$ cat config.mk
export PLATFORM = sky130hd
export DESIGN_NAME = dpll_tracker
export DESIGN_NICKNAME = d
export VERILOG_FILES = /design/src/rtl/dpll_pkg.sv /design/src/rtl/dpll_sync.sv /design/src/rtl/dpll_edge_qual.sv /design/src/rtl/dpll_tracker.sv
export SDC_FILE = /design/constraint.sdc
export NUM_CORES = 1
export LEC_CHECK = 0
export BUFFER_PORTS_ARGS = -buffer_cell sky130_fd_sc_hd__buf_4
export CORE_AREA = 4 4 41 43
export DETAILED_ROUTE_END_ITERATION = 7
export DIE_AREA = 0 0 45 47
export PLACE_DENSITY_LB_ADDON = 0.05
export SYNTH_ARGS = -nofsm -noshare
export SYNTH_HDL_FRONTEND = slang
export SYNTH_HIERARCHICAL = 1
export SYNTH_SLANG_ARGS = --single-unit
$ cat constraint.sdc
create_clock -name clk -period 4 [get_ports clk]
set_clock_uncertainty 0.15 [all_clocks]
set_input_delay 0.4 -clock clk [delete_from_list [all_inputs] [get_ports clk]]
set_output_delay 0.4 -clock clk [all_outputs]
set_load 0.02 [all_outputs]
$ cat src/rtl/dpll_pkg.sv
package dpll_pkg;

    typedef enum logic [1:0] {
        ADJ_NONE  = 2'd0,
        ADJ_SHORT = 2'd1,
        ADJ_LONG  = 2'd2
    } adj_e;

    localparam logic [1:0] SEL_BOTH    = 2'b00;
    localparam logic [1:0] SEL_RISING  = 2'b01;
    localparam logic [1:0] SEL_FALLING = 2'b10;
    localparam logic [1:0] SEL_NONE    = 2'b11;

endpackage

$ cat src/rtl/dpll_sync.sv
module dpll_sync #(
    parameter int STAGES = 2
) (
    input  logic clk,
    input  logic rst_n,
    input  logic din,
    output logic dout
);

    logic [STAGES-1:0] chain_d;
    logic [STAGES-1:0] chain_q;

    always_comb begin
        chain_d[0] = din;
    end

    generate
        for (genvar g = 1; g < STAGES; g++) begin : g_stage
            always_comb begin
                chain_d[g] = chain_q[g-1];
            end
        end
    endgenerate

    always_ff @(posedge clk or negedge rst_n) begin
        if (!rst_n) begin
            chain_q <= '0;
        end else begin
            chain_q <= chain_d;
        end
    end

    assign dout = chain_q[STAGES-1];

endmodule

$ cat src/rtl/dpll_edge_qual.sv
module dpll_edge_qual
    import dpll_pkg::*;
(
    input  logic       cur,
    input  logic       prev,
    input  logic [1:0] sel,
    output logic       qual
);

    logic rise;
    logic fall;

    always_comb begin
        rise = cur & ~prev;
        fall = ~cur & prev;
        unique case (sel)
            SEL_BOTH:    qual = rise | fall;
            SEL_RISING:  qual = rise;
            SEL_FALLING: qual = fall;
            default:     qual = 1'b0;
        endcase
    end

endmodule

$ cat src/rtl/dpll_tracker.sv
module dpll_tracker
    import dpll_pkg::*;
#(
    parameter int OSR         = 16,
    parameter int SYNC_STAGES = 2
) (
    input  logic       clk,
    input  logic       rst_n,
    input  logic       samp_en,
    input  logic       rx_line,
    input  logic [1:0] edge_sel,
    input  logic       x1_mode,
    input  logic       async_mode,
    output logic       bit_valid,
    output logic       bit_data
);

    localparam int            PW     = $clog2(OSR);
    localparam logic [PW-1:0] MID_P  = PW'(OSR / 2);
    localparam logic [PW-1:0] LAST_P = PW'(OSR - 1);
    localparam logic [PW-1:0] ONE_P  = PW'(1);

    typedef struct packed {
        logic [PW-1:0] phase;
        adj_e          adj;
        logic          prev;
        logic          valid;
        logic          bitv;
    } trk_state_t;

    trk_state_t st_d;
    trk_state_t st_q;
    logic       line_s;
    logic       qual;
    logic       bypass;
    adj_e       adj_now;

    dpll_sync #(.STAGES(SYNC_STAGES)) u_sync (
        .clk   (clk),
        .rst_n (rst_n),
        .din   (rx_line),
        .dout  (line_s)
    );

    dpll_edge_qual u_qual (
        .cur  (line_s),
        .prev (st_q.prev),
        .sel  (edge_sel),
        .qual (qual)
    );

    assign bypass = x1_mode | async_mode;

    always_comb begin
        st_d       = st_q;
        st_d.valid = 1'b0;
        adj_now    = st_q.adj;
        if (samp_en) begin
            st_d.prev = line_s;
            if (bypass) begin
                st_d.valid = 1'b1;
                st_d.bitv  = line_s;
                st_d.phase = '0;
                st_d.adj   = ADJ_NONE;
            end else begin
                if (qual) begin
                    if (st_q.phase != '0 && st_q.phase < MID_P) begin
                        adj_now = ADJ_SHORT;
                    end else if (st_q.phase > MID_P) begin
                        adj_now = ADJ_LONG;
                    end else begin
                        adj_now = ADJ_NONE;
                    end
                end
                if (st_q.phase == MID_P) begin
                    st_d.valid = 1'b1;
                    st_d.bitv  = line_s;
                end
                if (st_q.phase == LAST_P) begin
                    unique case (adj_now)
                        ADJ_SHORT: st_d.phase = ONE_P;
                        ADJ_LONG:  st_d.phase = LAST_P;
                        default:   st_d.phase = '0;
                    endcase
                    st_d.adj = ADJ_NONE;
                end else begin
                    st_d.phase = st_q.phase + ONE_P;
                    st_d.adj   = adj_now;
                end
            end
        end
    end

    always_ff @(posedge clk or negedge rst_n) begin
        if (!rst_n) begin
            st_q <= '{phase: '0, adj: ADJ_NONE, prev: 1'b0, valid: 1'b0, bitv: 1'b0};
        end else begin
            st_q <= st_d;
        end
    end

    assign bit_valid = st_q.valid;
    assign bit_data  = st_q.bitv;

    // a strobe only follows an enable
    a_r10_strobe_after_enable: assert property (@(posedge clk) disable iff (!rst_n)
        bit_valid |-> $past(samp_en));

    // in tracking mode a strobe comes from the centre phase
    a_r2_centre_sample: assert property (@(posedge clk) disable iff (!rst_n)
        (bit_valid && !$past(bypass)) |-> ($past(st_q.phase) == MID_P));

    // bypass strobe mirrors the enable
    a_r9_bypass_strobe: assert property (@(posedge clk) disable iff (!rst_n)
        (samp_en && bypass) |=> bit_valid);

    // with corrections off the counter wraps plainly
    a_r6_free_run_wrap: assert property (@(posedge clk) disable iff (!rst_n)
        (samp_en && !bypass && edge_sel == SEL_NONE && st_q.phase == LAST_P
         && st_q.adj == ADJ_NONE) |=> (st_q.phase == '0));

    // rising-only selection never qualifies a falling edge
    a_r4_rising_only: assert property (@(posedge clk) disable iff (!rst_n)
        (qual && edge_sel == SEL_RISING) |-> line_s);

    // falling-only selection never qualifies a rising edge
    a_r5_falling_only: assert property (@(posedge clk) disable iff (!rst_n)
        (qual && edge_sel == SEL_FALLING) |-> !line_s);

endmodule

==> results of run 1 <==
## power by group
part / internal, W / switching, W / leakage [nW]
combinational: 0.0000173 / 0.0000190 / 0.168
sequential: 0.000117 / 0.00000355 / 0.142
clock: 0.0000370 / 0.0000383 / 0.0177
## cells by family after synthesis
kind of cell	count (synthesis)
adder cells (fa/ha/maj)	5
AO/OA/AOI/OAI	15
AND/OR/NAND/NOR	14
buffers and inverters	7
flip-flops	11
multiplexers	3
## worst max path at each step
stage	start	endpoint	slack, ns
2_1_floorplan	u_sync/chain_q[1]	st_q[6]	1.69
3_3_place_gp	u_sync/chain_q[1]	st_q[6]	1.53
3_5_place_dp	u_sync/chain_q[1]	st_q[6]	1.48
4_1_cts	u_sync/chain_q[1]	st_q[6]	1.46
5_1_grt	u_sync/chain_q[1]	st_q[6]	1.22
6_report	u_sync/chain_q[1]	st_q[6]	1.48
## what timing repair did
| action | in CTS | in global routing |
|---|---|---|
| hold buffers | 1 | 0 |
| resized for setup | 0 | 0 |
| hold endpoints to repair | 11 | 0 |
| setup endpoints to repair | 0 | 0 |
## state kept, by name, indices dropped and copies added (netlist names)
| name | flops |
|---|---|
| bit_data | 1 |
| u_sync/chain_q | 2 |
| st_q | 7 |
| bit_valid | 1 |
## critical path, delay by kind of cell (launching register included)
kind,cells,cell delay (ns)
buffers and inverters,1,0.06
AOI/OAI and AO/OA,4,0.92
DFF,1,0.39
adders and majority gates,2,0.48
and+or+nand+nor,3,0.40
## through the flow
step | setup WS, ns | hold WS (ns) | utilization [%]
2_1_floorplan | 1.69 | -0.0456 | -
4_1_cts | 1.46 | 0.0736 | 56.1
3_3_place_gp | 1.53 | 0.0936 | 53.2
5_1_grt | 1.22 | 0.0621 | 56.1
6_report | 1.48 | 0.0842 | 56.1
3_5_place_dp | 1.48 | 0.0922 | 53.2
## layout by cell type (no fill, tap or decap), types with 2 or more instances in the layout
cell type,count
dfrtp_1,11
buf_4,9
inv_1,6
ha_1,5
nor2b_1,4
nand2_1,4
mux2_1,3
clkbuf_4,3
a21oi_1,2
nand3_1,2
o22ai_1,2
## layer usage
metal	vias up	global-route usage, %
li1	229	-
met1	212	14.8
met2	9	22.0
met3	0	6.90
met4	0	3.51
met5	-	0
## area by class of cell
class	instances	area, um2
Multi-Input combinational cell	37	304
Fill cell	138	572
Clock inverter	1	5.00
Clock buffer	3	22.5
Sequential cell	11	275
Inverter	7	26.3
Tap cell	15	18.8
Timing Repair Buffer	10	77.6
==> results by group, run 1 <==
Outcome
  • Outcome: finished, final reports clean

Placement
  • Cell Count Post-Placement: 79
  • DPL Wire Length: 869 um
  • Port Buffer Count: 9
  • Placed Area: 692 um2
  • Placer Congestion: 0.764

Clocking
  • Total CTS buffers: 3
  • Root Driver: clkbuf_4
  • TritonCTS clock tree: yes
  • Max clock buf depth: 2
  • CTS HTree Levels: 1
  • CTS Sinks: 11
  • Clock slew at reported path FFs: 0.07 ns
  • Clk_lat worst skew: 0.27 ns
  • Post CTS Setup Buffer Count: 0

STA
  • Final period util: 63.0%
  • Final setup vio count: 0
  • Fin crit period: 2.52 ns
  • Worst-Margin Slew: 0.494 ns
  • Max Freq: 0.397 GHz
  • RSZ-0062 raised after global routing: no
  • Max-slew violations: 0
  • Setup_tns: 0 ns
  • Rel. slew slack: 67.0%
  • Fin. Hold Viols: 0

Route
  • Initial DRC Count: 2
  • Drt via density: 5.36
  • Via Count: 450
  • Top sig layer: met3
  • M1 WL: 488 um
  • Drt total wl: 1.08 mm
  • First-pass DRT Iterations: 3
  • Routed wl met3: 74 um
  • DRC violations left: 0
  • Routed Antenna Nets: 0
  • Avg WL per Cell: 12.8 um
  • Met2 routed WL: 512 um

Critical path
  • Crit path required time: 4.00 ns
  • Crit-path slowest cell: o32ai_1
  • CP Launch Type: flip-flop
  • Reg2reg end: st_q[6]
  • Worst Setup End Kind: flip-flop
  • Worst-path cell chain: inv_1 -> ha_1 -> nor2b_1 -> o32ai_1 -> nor2b_1 -> a31o_1 -> ha_1 -> and2_1 -> a32oi_1 -> o22ai_1
  • Flop2flop setup slack: 1.48 ns
  • Worst r2r path cells: 10
  • Max incr delay on CP: 0.43 ns
  • R2R Path Start: u_sync/chain_q[1]
  • Worst Path Arrival: 2.52 ns
  • Crit-path max FO: 4
  • Class of the most critical setup path: reg2reg

Synth
  • Seq/Total Area, Yosys: 45.5%
  • XOR/XNOR share of the synthesized area: 0%
  • Syn Nets: 68
  • Simple-gate share of the synthesized area: 14.5%
  • Synth warn: 6
  • Cell taking the most area after synthesis: dfrtp_1
  • Synth Area in Compound Gates: 19.8%
  • Number of distinct library cells after synthesis: 25
  • Commonest cells in the netlist: dfrtp_1, inv_1, ha_1
  • Cells after Synth: 55
  • Yosys top cell area share: 45.5%
  • Post-synth ARST share: 100%
  • Largest family of logic cells by synthesized area: compound AO/OA/AOI/OAI gates
  • Synth Cell Area: 606 um2
  • Synth area leaders: dfrtp_1, ha_1, mux2_1, nor2b_1, inv_1
  • Synth Register Bits: 11
  • Count leader, synth: dfrtp_1
  • Mux cell area share after synthesis: 5.58%
  • EDFF count, synth: 0
  • Dominant synthesized flop cell: dfrtp_1
  • Syn avg cell area: 11.0 um2
  • Synth Area in Adders: 10.3%

Finish
  • Layout cells sized above 1: 26.1%
  • Final Cell Area: 729 um2
  • Finished Layout Cells: 84
  • NumNets Final: 83
  • Synth-to-Final Area Change: 20.5%
  • Ant. Diodes: 0

Die
  • Initial Util: 46.5%
  • Die area: 2120 um2
  • Placeable Area: 1300 um2
  • Die Y-Extent: 47 um
  • Die Width: 45 um
  • Num ports: 10
  • FP Rows: 13

Hold path
  • Hold depth: 1
  • Class of the worst hold path: in2reg
  • Worst hold start: rx_line
  • End of the worst hold path: u_sync/chain_q[0]

Pwr
  • Design Power: 0.000232 W
  • Total leakage power: 0.328 nW
  • Peak supply drop: 215 uV
  • PD cells: 318 nW/um2

Global routing
  • GRT Total Usage: 13.2%
  • Initial antenna violation count: 0
  • Vias in the first global route: 455
  • Total grt overflow: 0
  • Largest net degree at the start of global routing: 12
  • First-pass GRT wire length: 1.93 mm

Job
  • Max cap viols: 0
Power figures use the tool's default switching activity.
==> inputs of run 2 (changes only) <==
Settings changed: ABC_AREA set to 1.
Clock period 4 ns to 2.6 ns, I/O delays scaled along.
==> run 2 against run 1 <==
Effect of this change:
- clock power rose by 54%
- combinational power rose by 99%
- setup slack got worse by 0.87 ns
- maximum frequency rose by 27%
- synthesized area rose by 13%
- routed wire length rose by 14%
- largest cell class unchanged
- critical path depth rose by 2
- first-iteration DRC count rose to 3.0 times the previous value
- core utilization rose by 6.1 points
- non-clock buffer count rose by 1
- hold slack improved by 0.016 ns
- highest routed layer is now met4
- cell count rose by 46%
==> results by group, run 2 <==
Outcome
  • Outcome: finished, final reports clean

Finish
  • NumNets Final: 122
  • Biggest register: st_q
  • Ant. Diodes: 0
  • Most frequent cells in the layout: nand2_1, inv_1, dfrtp_1, buf_4, nand3_1
  • Top Registers: st_q x7, u_sync/chain_q x2
  • # fillers: 127
  • Most common library cell in the layout ignoring fill and taps: nand2_1
  • Layout cells sized above 1: 21.3%
  • Max reg flops: 7
  • Synth-to-Final Area Change: 18.5%

STA
  • Max-slew violations: 0
  • Final period util: 76.4%
  • Hold Slack: 0.100 ns
  • Setup_tns: 0 ns
  • Rel. slew slack: 80.9%
  • Final setup vio count: 0
  • Worst-Margin Slew: 0.286 ns
  • Fin. Hold Viols: 0
  • Max Freq: 0.503 GHz
  • Fin crit period: 1.99 ns
  • RSZ-0062 raised after global routing: no

Global routing
  • Vias in the first global route: 539
  • Total grt overflow: 0
  • GRT Total Usage: 14.9%
  • First-pass GRT wire length: 2.26 mm
  • Initial antenna violation count: 0
  • Largest net degree at the start of global routing: 12

Die
  • Die Y-Extent: 47 um
  • Placeable Area: 1300 um2
  • Num ports: 10
  • FP Rows: 13
  • Initial Util: 52.4%
  • Die area: 2120 um2
  • Die Width: 45 um

Clocking
  • Total CTS buffers: 3
  • Max clock buf depth: 2
  • Post CTS Setup Buffer Count: 0
  • Clk_lat worst skew: 0.27 ns
  • CTS Sinks: 11
  • CTS HTree Levels: 1
  • Clock slew at reported path FFs: 0.07 ns
  • Root Driver: clkbuf_4
  • TritonCTS clock tree: yes
  • Gates resized, CTS repair: 0

Synth
  • Cells after Synth: 94
  • Dominant synthesized flop cell: dfrtp_1
  • Number of distinct library cells after synthesis: 14
  • Commonest cells in the netlist: nand2_1, inv_1, dfrtp_1
  • EDFF count, synth: 0
  • Synth area leaders: dfrtp_1, nand2_1, ha_1, inv_1, nand3_1
  • Cell taking the most area after synthesis: dfrtp_1
  • Synth Cell Area: 682 um2
  • Synth Register Bits: 11
  • Syn Nets: 107
  • Synth warn: 6
  • Count leader, synth: nand2_1
  • Yosys top cell area share: 40.4%
  • Post-synth ARST share: 100%
  • Syn avg cell area: 7.25 um2
  • Seq/Total Area, Yosys: 40.4%

Critical path
  • Worst Path Arrival: 2.00 ns
  • Crit path required time: 2.61 ns
  • CP Launch Type: flip-flop
  • Worst Setup End Kind: flip-flop
  • Crit-path max FO: 4
  • Class of the most critical setup path: reg2reg

Route
  • Drt total wl: 1.22 mm
  • Avg WL per Cell: 9.93 um
  • First-pass DRT Iterations: 4
  • Routed Antenna Nets: 0
  • Via Count: 577
  • DRC violations left: 0
  • Drt via density: 4.69
  • Initial DRC Count: 6

Placement
  • DPL Wire Length: 964 um
  • Placer Congestion: 0.837
  • Port Buffer Count: 9

Job
  • Max cap viols: 0

Pwr
  • PD cells: 465 nW/um2
  • Peak supply drop: 507 uV
  • Total leakage power: 0.456 nW

Hold path
  • Class of the worst hold path: in2reg
-- run 2: cell count changes after synthesis, sizes merged, moves of 2 or more --
| cell | change |
|---|---|
| nand2 | +37 |
| inv | +10 |
| nand3 | +8 |
| nor2 | +6 |
| nor2b | -4 |
| mux2 | -3 |
| o21ai | -3 |
| o22ai | -2 |
-- run 2: cell families after synthesis --
group                    after synthesis  share of synthesized area, %
AO/OA/AOI/OAI                          2                          1.47
adder cells (fa/ha/maj)                5                          9.17
buffers and inverters                 18                          10.5
flip-flops                            11                          40.4
AND/OR/NAND/NOR                       58                          38.5
-- run 2: final cells by class --
cell class,count,area (um2),area share [%]
Clock buffer,3,22.5,2.79
Clock inverter,1,5.00,0.619
Inverter,17,63.8,7.89
Multi-Input combinational cell,65,335,41.5
Sequential cell,11,275,34.1
Tap cell,15,18.8,2.32
Timing Repair Buffer,11,87.6,10.8
-- run 2: path summary, 6_finish.rpt --
| check | from | end | slack [ns] | depth (start not counted) |
|---|---|---|---|---|
| min in group asynchronous | rst_n | st_q[2] | 0.20 | 2 |
| max in group asynchronous | rst_n | st_q[5] | 1.95 | 2 |
| min reg2reg | u_sync/chain_q[0] | u_sync/chain_q[1] | 0.20 | 0 |
| max | u_sync/chain_q[1] | st_q[5] | 0.61 | 12 |
| max reg2reg | u_sync/chain_q[1] | st_q[5] | 0.61 | 12 |
| min | samp_en | st_q[2] | 0.10 | 3 |
-- run 2: metrics by stage --
step	utilization [%]	std cells	setup WS (ns)	total power (W)	cell area, um2
floorplan	-	94	0.772	0.000234	682
global placement	58.5	117	0.660	0.000260	761
CTS	62.1	123	0.607	0.000380	808
finish	62.1	123	0.614	0.000376	808
detailed placement	58.5	117	0.628	0.000262	761
global route	62.1	123	0.461	0.000406	808
-- run 2: repair_timing --
action                                  4_1_cts  5_1_grt
hold buffers                                  2        0
endpoints found under the setup margin        0        0
hold endpoints to repair                     12        0
-- run 2: routing by layer --
| layer | up-vias | GRT usage, % | wire [um] |
|---|---|---|---|
| met1 | 253 | 16.4 | 545 |
| met3 | 2 | 7.28 | 77 |
| met2 | 11 | 26.8 | 591 |
| met5 | - | 0 | 0 |
| li1 | 311 | - | - |
| met4 | 0 | 1.75 | 8 |
-- run 2: report_power, final --
group | switching (W) | leakage (nW) | internal, W | total (W)
registers | 0.00000771 | 0.143 | 0.000180 | 0.000188
clock network | 0.0000588 | 0.0177 | 0.0000570 | 0.000116
logic | 0.0000411 | 0.296 | 0.0000311 | 0.0000721
total | 0.000108 | 0.456 | 0.000268 | 0.000376
-- run 2: critical path, cell delays in order (launching register included) --
cell     delay (ns)
dfrtp_1        0.39
inv_1          0.06
ha_1           0.28
inv_1          0.05
nand2_1        0.05
nand3_1        0.11
inv_1          0.09
nor2_2         0.16
nor2_4         0.04
ha_1           0.27
nand4_1        0.09
nand2_1        0.08
nand2_1        0.05
